### src/rtl/cfg_keybank_pkg.sv
package cfg_keybank_pkg;

    localparam int ADDR_W = 20;
    localparam int DATA_W = 32;

    localparam logic [ADDR_W-1:0] OFF_STAT  = 20'h00000;
    localparam logic [ADDR_W-1:0] OFF_REV   = 20'h00008;
    localparam logic [ADDR_W-1:0] OFF_KICK0 = 20'h00038;
    localparam logic [ADDR_W-1:0] OFF_KICK1 = 20'h0003C;
    localparam logic [ADDR_W-1:0] OFF_WONCE = 20'h00100;
    localparam logic [ADDR_W-1:0] OFF_WBITS = 20'h00104;
    localparam logic [ADDR_W-1:0] OFF_PRIV  = 20'h0041C;
    localparam logic [ADDR_W-1:0] OFF_LOCK  = 20'h40004;
    localparam logic [ADDR_W-1:0] OFF_LCFG  = 20'h40008;
    localparam logic [ADDR_W-1:0] OFF_RMII  = 20'h40020;

    localparam logic [DATA_W-1:0] KICK_KEY0 = 32'h83E70B13;
    localparam logic [DATA_W-1:0] KICK_KEY1 = 32'h95A4F1E0;
    localparam logic [DATA_W-1:0] LOCK_KEY  = 32'h0F0A0B00;
    localparam logic [DATA_W-1:0] PRIV_RST  = 32'hAAAAAAAA;
    localparam int                RMII_BIT  = 18;
    localparam int                REV_LSB   = 28;

    typedef enum logic [1:0] {
        KS_LOCKED = 2'd0,
        KS_HALF   = 2'd1,
        KS_OPEN   = 2'd2
    } kick_st_e;

    typedef enum logic [3:0] {
        SEL_NONE, SEL_STAT, SEL_REV, SEL_KICK0, SEL_KICK1, SEL_WONCE,
        SEL_WBITS, SEL_PRIV, SEL_LOCK, SEL_LCFG, SEL_RMII
    } reg_sel_e;

    typedef struct packed {
        logic [DATA_W-1:0] lock;
        logic [DATA_W-1:0] lcfg;
        logic [DATA_W-1:0] priv;
        logic [DATA_W-1:0] wonce;
        logic              wonce_done;
        logic              rmii;
    } bank_t;

    function automatic reg_sel_e decode_addr(input logic [ADDR_W-1:0] a);
        reg_sel_e s;
        s = SEL_NONE;
        if (a == OFF_STAT)       s = SEL_STAT;
        else if (a == OFF_REV)   s = SEL_REV;
        else if (a == OFF_KICK0) s = SEL_KICK0;
        else if (a == OFF_KICK1) s = SEL_KICK1;
        else if (a == OFF_WONCE) s = SEL_WONCE;
        else if (a == OFF_WBITS) s = SEL_WBITS;
        else if (a == OFF_PRIV)  s = SEL_PRIV;
        else if (a == OFF_LOCK)  s = SEL_LOCK;
        else if (a == OFF_LCFG)  s = SEL_LCFG;
        else if (a == OFF_RMII)  s = SEL_RMII;
        return s;
    endfunction

endpackage

### src/rtl/cfg_kick_fsm.sv
module cfg_kick_fsm
    import cfg_keybank_pkg::*;
(
    input  logic              clk,
    input  logic              rst,
    input  logic              wr_en,
    input  reg_sel_e          sel,
    input  logic [DATA_W-1:0] wdata,
    output logic              open_o
);

    kick_st_e st_q, st_d;

    always_comb begin
        st_d = st_q;
        if (wr_en && sel == SEL_KICK0) begin
            st_d = (wdata == KICK_KEY0) ? KS_HALF : KS_LOCKED;
        end else if (wr_en && sel == SEL_KICK1) begin
            st_d = (wdata == KICK_KEY1 && st_q == KS_HALF) ? KS_OPEN : KS_LOCKED;
        end
    end

    always_ff @(posedge clk) begin
        if (rst) st_q <= KS_LOCKED;
        else     st_q <= st_d;
    end

    assign open_o = (st_q == KS_OPEN);


    kick_open_src_chk: assert property (@(posedge clk) disable iff (rst)
        $rose(open_o) |-> $past(wr_en && sel == SEL_KICK1 && wdata == KICK_KEY1));


    kick_bad_relock_chk: assert property (@(posedge clk) disable iff (rst)
        (wr_en && sel == SEL_KICK0 && wdata != KICK_KEY0) |=> !open_o);


    kick_bad_second_chk: assert property (@(posedge clk) disable iff (rst)
        (wr_en && sel == SEL_KICK1 && wdata != KICK_KEY1) |=> !open_o);

endmodule

### src/rtl/cfg_wonce_bits.sv
module cfg_wonce_bits #(
    parameter int N = 16
) (
    input  logic         clk,
    input  logic         rst,
    input  logic         we,
    input  logic [N-1:0] sel,
    input  logic [N-1:0] val,
    output logic [N-1:0] q_o,
    output logic [N-1:0] flag_o
);

    logic [N-1:0] val_q;
    logic [N-1:0] flag_q;

    for (genvar i = 0; i < N; i++) begin : g_bit
        always_ff @(posedge clk) begin
            if (rst) begin
                val_q[i]  <= 1'b0;
                flag_q[i] <= 1'b0;
            end else if (we && sel[i] && !flag_q[i]) begin
                val_q[i]  <= val[i];
                flag_q[i] <= 1'b1;
            end
        end


        wbit_hold_chk: assert property (@(posedge clk) disable iff (rst)
            flag_q[i] |=> $stable(val_q[i]));


        wbit_sticky_chk: assert property (@(posedge clk) disable iff (rst)
            flag_q[i] |=> flag_q[i]);
    end

    assign q_o    = val_q;
    assign flag_o = flag_q;

endmodule

### src/rtl/cfg_keybank.sv
module cfg_keybank
    import cfg_keybank_pkg::*;
#(
    parameter int         WB_N        = 16,
    parameter logic [3:0] SILICON_REV = 4'h3
) (
    input  logic              clk,
    input  logic              rst,
    input  logic              wr_en,
    input  logic [ADDR_W-1:0] addr,
    input  logic [DATA_W-1:0] wdata,
    input  logic [DATA_W-1:0] dev_status_i,
    output logic [DATA_W-1:0] rdata,
    output logic              kick_open_o,
    output logic [DATA_W-1:0] lcfg_o,
    output logic [DATA_W-1:0] priv_o,
    output logic              rmii_rst_o,
    output logic [DATA_W-1:0] wonce_o,
    output logic [WB_N-1:0]   wbits_o
);

    localparam int HALF_W = DATA_W / 2;

    reg_sel_e           sel;
    logic               open;
    logic               wr_ok;
    logic               lock_match;
    bank_t              bank_q;
    logic [WB_N-1:0]    wb_val;
    logic [WB_N-1:0]    wb_flag;

    assign sel        = decode_addr(addr);
    assign wr_ok      = wr_en && open;
    assign lock_match = (bank_q.lock == LOCK_KEY);

    cfg_kick_fsm u_kick (
        .clk    (clk),
        .rst    (rst),
        .wr_en  (wr_en),
        .sel    (sel),
        .wdata  (wdata),
        .open_o (open)
    );

    cfg_wonce_bits #(.N(WB_N)) u_wbits (
        .clk    (clk),
        .rst    (rst),
        .we     (wr_ok && sel == SEL_WBITS),
        .sel    (wdata[HALF_W +: WB_N]),
        .val    (wdata[WB_N-1:0]),
        .q_o    (wb_val),
        .flag_o (wb_flag)
    );

    always_ff @(posedge clk) begin
        if (rst) begin
            bank_q.lock       <= '0;
            bank_q.lcfg       <= '0;
            bank_q.priv       <= PRIV_RST;
            bank_q.wonce      <= '0;
            bank_q.wonce_done <= 1'b0;
            bank_q.rmii       <= 1'b0;
        end else if (wr_ok) begin
            case (sel)
                SEL_LOCK: bank_q.lock <= wdata;
                SEL_LCFG: if (lock_match) bank_q.lcfg <= wdata;
                SEL_PRIV: bank_q.priv <= wdata;
                SEL_RMII: bank_q.rmii <= wdata[RMII_BIT];
                SEL_WONCE: if (!bank_q.wonce_done) begin
                    bank_q.wonce      <= wdata;
                    bank_q.wonce_done <= 1'b1;
                end
                default: ;
            endcase
        end
    end

    always_comb begin
        rdata = '0;
        case (sel)
            SEL_STAT:  rdata = dev_status_i;
            SEL_REV:   rdata[REV_LSB +: 4] = SILICON_REV;
            SEL_KICK0: rdata[0] = open;
            SEL_WONCE: rdata = bank_q.wonce;
            SEL_WBITS: begin
                rdata[WB_N-1:0]       = wb_val;
                rdata[HALF_W +: WB_N] = wb_flag;
            end
            SEL_PRIV:  rdata = bank_q.priv;
            SEL_LOCK:  rdata = bank_q.lock;
            SEL_LCFG:  rdata = bank_q.lcfg;
            SEL_RMII:  rdata[RMII_BIT] = bank_q.rmii;
            default:   rdata = '0;
        endcase
    end

    assign kick_open_o = open;
    assign lcfg_o      = bank_q.lcfg;
    assign priv_o      = bank_q.priv;
    assign rmii_rst_o  = bank_q.rmii;
    assign wonce_o     = bank_q.wonce;
    assign wbits_o     = wb_val;


    priv_locked_chk: assert property (@(posedge clk) disable iff (rst)
        (wr_en && !open) |=> ($stable(bank_q.priv) && $stable(bank_q.lock) && $stable(bank_q.rmii)));


    lcfg_key_chk: assert property (@(posedge clk) disable iff (rst)
        (!lock_match || !open) |=> $stable(bank_q.lcfg));


    wonce_hold_chk: assert property (@(posedge clk) disable iff (rst)
        bank_q.wonce_done |=> ($stable(bank_q.wonce) && bank_q.wonce_done));


    rev_field_chk: assert property (@(posedge clk) disable iff (rst)
        (sel == SEL_REV) |-> (rdata[REV_LSB +: 4] == SILICON_REV && rdata[REV_LSB-1:0] == '0));

endmodule

### config.mk
export PLATFORM = sky130hd
export DESIGN_NAME = cfg_keybank
export DESIGN_NICKNAME = d
export VERILOG_FILES = /design/src/rtl/cfg_keybank_pkg.sv /design/src/rtl/cfg_kick_fsm.sv /design/src/rtl/cfg_wonce_bits.sv /design/src/rtl/cfg_keybank.sv
export SDC_FILE = /design/constraint.sdc
export NUM_CORES = 1
export LEC_CHECK = 0
export BUFFER_PORTS_ARGS = -buffer_cell sky130_fd_sc_hd__buf_2
export CORE_MARGIN = 5
export CORE_UTILIZATION = 53
export CTS_CLUSTER_DIAMETER = 100
export DETAILED_ROUTE_END_ITERATION = 6
export HOLD_SLACK_MARGIN = 0.02
export PLACE_DENSITY = 0.88
export SLEW_MARGIN = 20
export SYNTH_ARGS = -nofsm -noshare
export SYNTH_HDL_FRONTEND = slang
export SYNTH_SLANG_ARGS = --single-unit
### constraint.sdc
create_clock -name clk -period 3.3 [get_ports clk]
set_input_delay 0.165 -clock clk [delete_from_list [all_inputs] [get_ports clk]]
set_output_delay 0.165 -clock clk [all_outputs]
set_load 0.005 [all_outputs]
==> flow_summary.toml <==
[route]
vias = 7828
routedWlPerCell_um = 20.7
route.detailed.drc = 0
wl_um = 27000
ant_nets = 0
drtIter0Drc = 892
viasPerCell = 6.01
first_pass_iters = 6

[sta]
fin_hold_ws_ns = 0.0517
skew_ns = 0.00717
hold_violations = 0
setup_tns_ns = 0
setup_viol = 0
rsz0062_at_grt = "false"
maxSlewHeadroom_pct = 38.6
worstMarginPinSlew_ns = 0.921
finalCriticalPeriod_ns = 2.67
drv_slew = 0
fin_crit_sh_pct = 81.1
max_freq_mhz = 374
fin_ws_ns = 0.625

[flow_run]
drv_cap = 0

[global_route]
grt_pass1_vias = 7408
grt_pass1_wl_um = 41000
grt_usage_pct = 28.3
antenna_found_initial = 1
grt-ovfl-total = 0
grt_max_degree = 88

[clocking]
clock_path_buffers = 2
cts.htree.levels = 4
path_clk_slew_ns = 0.06
cts_tree = "yes"
cts_buffers = 17
postCtsSetupRepairBufs = 0
clock_latency_ns = 0.42
cts.sinks = 164
hold_buffers = 0
post_cts_resized = 0
cts-root-buf = "clkbuf_16"

[placed_design]
dp_hpwl_um = 18700
gp_congestion = 0.918
dp_slack_ns = 0.631
dp.cells = 1269
dpl_cell_area_mm2 = 0.00899
io_buffers = 232

[yosys]
syn_area_mm2 = 0.00844
syn-num-nets = 1070
synth_edf_count = 0
synth.avg_cell_area_um2 = 8.59
synth_area_leaders = "dfxtp_1, mux2i_1, buf_4"
ys_seq_area_share_pct = 38.9
ys_warn_count = 0
synth_cell_types = 43
yosys.area.top_type_share_pct = 38.9
yosys.area.top_type = "dfxtp_1"
async_reset_ff_share_pct = 0
ys.flop_type = "dfxtp_1"
ys_ff_latch = 164
synthCells = 983

[pwr]
seqPwrFrac_pct = 44.7
powerDensity_mw_per_mm2 = 458
p_int_uw = 3470
pwr-share-comb_pct = 4.4
irDropWorstVdd_v = 0.000364
p_leak_uw = 0.00419
switching_share_pct = 21.6
pwr-share-clk_pct = 50.9
p_sw_uw = 958

[setup_path]
crit-reg2reg-launch = "bank_q[109]$_SDFFE_PP0P_"
reg2regPathDepth = 6
cp-end-kind = "output pin"
crit_type = "in -> out"
arrival_ns = 2.51
cp_max_fo = 31
cp-startpoint = "addr[10]"
startpoint_type = "input port"
cp_data_required_time_ns = 3.13

[floorplanning]
start_util_pct = 53.5
pin_count = 233
coreArea_mm2 = 0.0158
dieHeight_um = 136
die_w_um = 136
die-area_mm2 = 0.0185
rows = 46

[final_layout]
synthToLayoutAreaGrowth_pct = 14.6
final_area_mm2 = 0.00967
drive_gt1_share_pct = 30.3
fin_cells = 1302
nNetsFinal = 1159

[status]
outcome = "finished clean"

[hold_path]
whs_path_depth = 3
hp-start = "wdata[2]"
hold_class = "in -> reg"
-- cells by family (layout without fill, tap and decap cells) --
logic type / count (synthesis) / count (layout) / synth area share (%)
AOI/OAI and AO/OA: 158 / 158 / 13.4
buffers and inverters: 203 / 305 / 13.7
DFF: 164 / 164 / 38.9
muxes: 116 / 116 / 14.2
other: 0 / 1 / 0
and+or+nand+nor: 342 / 342 / 19.8
-- through the flow --
stage	total power, uW	util [%]
2_1_floorplan	2110	-
5_1_grt	4540	61.3
6_report	4430	61.3
3_5_place_dp	2210	57.0
4_1_cts	4440	61.3
3_3_place_gp	2210	57.0
-- worst max-delay path, stage by stage --
cell and delay (ns):
buf_2 0.13, or4_1 0.66, or4_4 0.61, nor2_2 0.10, buf_4 0.40, nand2_1 0.14, o2111ai_1 0.13, buf_2 0.17
-- placed cells by master, fill, tap and decap left out, types with 7 or more instances in the layout --
cell type  count
buf_4         15
buf_2        231
a211o_1       16
nand2_1      123
nor4_1        11
nor4b_1        7
a22oi_1       30
a31o_2        11
inv_1         24
mux2_2        28
nor2_1       101
a222oi_1      28
mux2i_1       88
nand4b_1       8
a21oi_1       66
nor3_1        12
clkbuf_16     17
nand4_1       21
dfxtp_1      164
nor2b_1       18
-- sequential cells by signal (all words and copies together), names as in the netlist --
| name | cells |
|---|---|
| bank_q | 33 |
| lcfg_o | 32 |
| priv_o | 32 |
| rmii_rst_o | 1 |
| u_kick.st_q | 2 |
| u_wbits.flag_o | 16 |
| u_wbits.q_o | 16 |
| wonce_o | 32 |
-- per-layer routing --
metal | up-vias | routed length [um] | global-route usage [%]
met1 | 3717 | 10800 | 35.4
met2 | 463 | 12700 | 46.0
met4 | 0 | 972 | 11.8
met5 | - | 0 | 0
met3 | 87 | 2550 | 7.62
li1 | 3561 | - | -
-- path summary, 6_finish.rpt --
| path | slack [ns] | endpoint |
|---|---|---|
| setup / recovery | 0.63 | rdata[29] |
| hold / removal | 0.05 | bank_q[100]$_SDFFE_PP0P_ |
| setup reg to reg | 0.92 | lcfg_o[28]$_SDFFE_PP0P_ |
| hold reg to reg | 0.47 | bank_q[125]$_SDFFE_PP0P_ |
-- cells in the mapped netlist (2+ instances only) --
cell       count
a31o_2        11
a211o_1       16
a22oi_1       30
dfxtp_1      164
buf_2          9
clkbuf_1      66
or4_1          3
nand2_1      123
mux2i_1       88
nor4_1        12
nor2b_1       18
mux2_2        28
buf_4         96
and4_1         2
or3_1          5
nor4b_1        7
nor3_1        13
and3_1         2
nand3b_1       2
nand4b_1       8
nand4_1       21
nor2_1       103
a21oi_1       66
and4b_1        5
a222oi_1      28
o2111ai_1      3
nor4bb_1       5
nand3_1        4
buf_6          3
inv_1         24
nor3b_1        2
buf_1          5
-- power by group through the flow --
stage	registers, uW	clock network [uW]	logic, uW
final	1980	2250	194
after global routing	1980	2360	205
after CTS	1980	2270	190
after detailed placement	2020	0	188
after global placement	2020	0	187
after floorplan	2020	0	82.6
-- layout make-up --
class | count | area, um2
Sequential cell | 164 | 3280
Multi-Input combinational cell | 616 | 4020
Fill cell | 1358 | 6100
Tap cell | 216 | 270
Antenna cell | 1 | 2.50
Clock inverter | 11 | 195
Inverter | 24 | 90.1
Clock buffer | 21 | 480
Timing Repair Buffer | 249 | 1330
No activity file was read; power rests on OpenSTA's default activity.
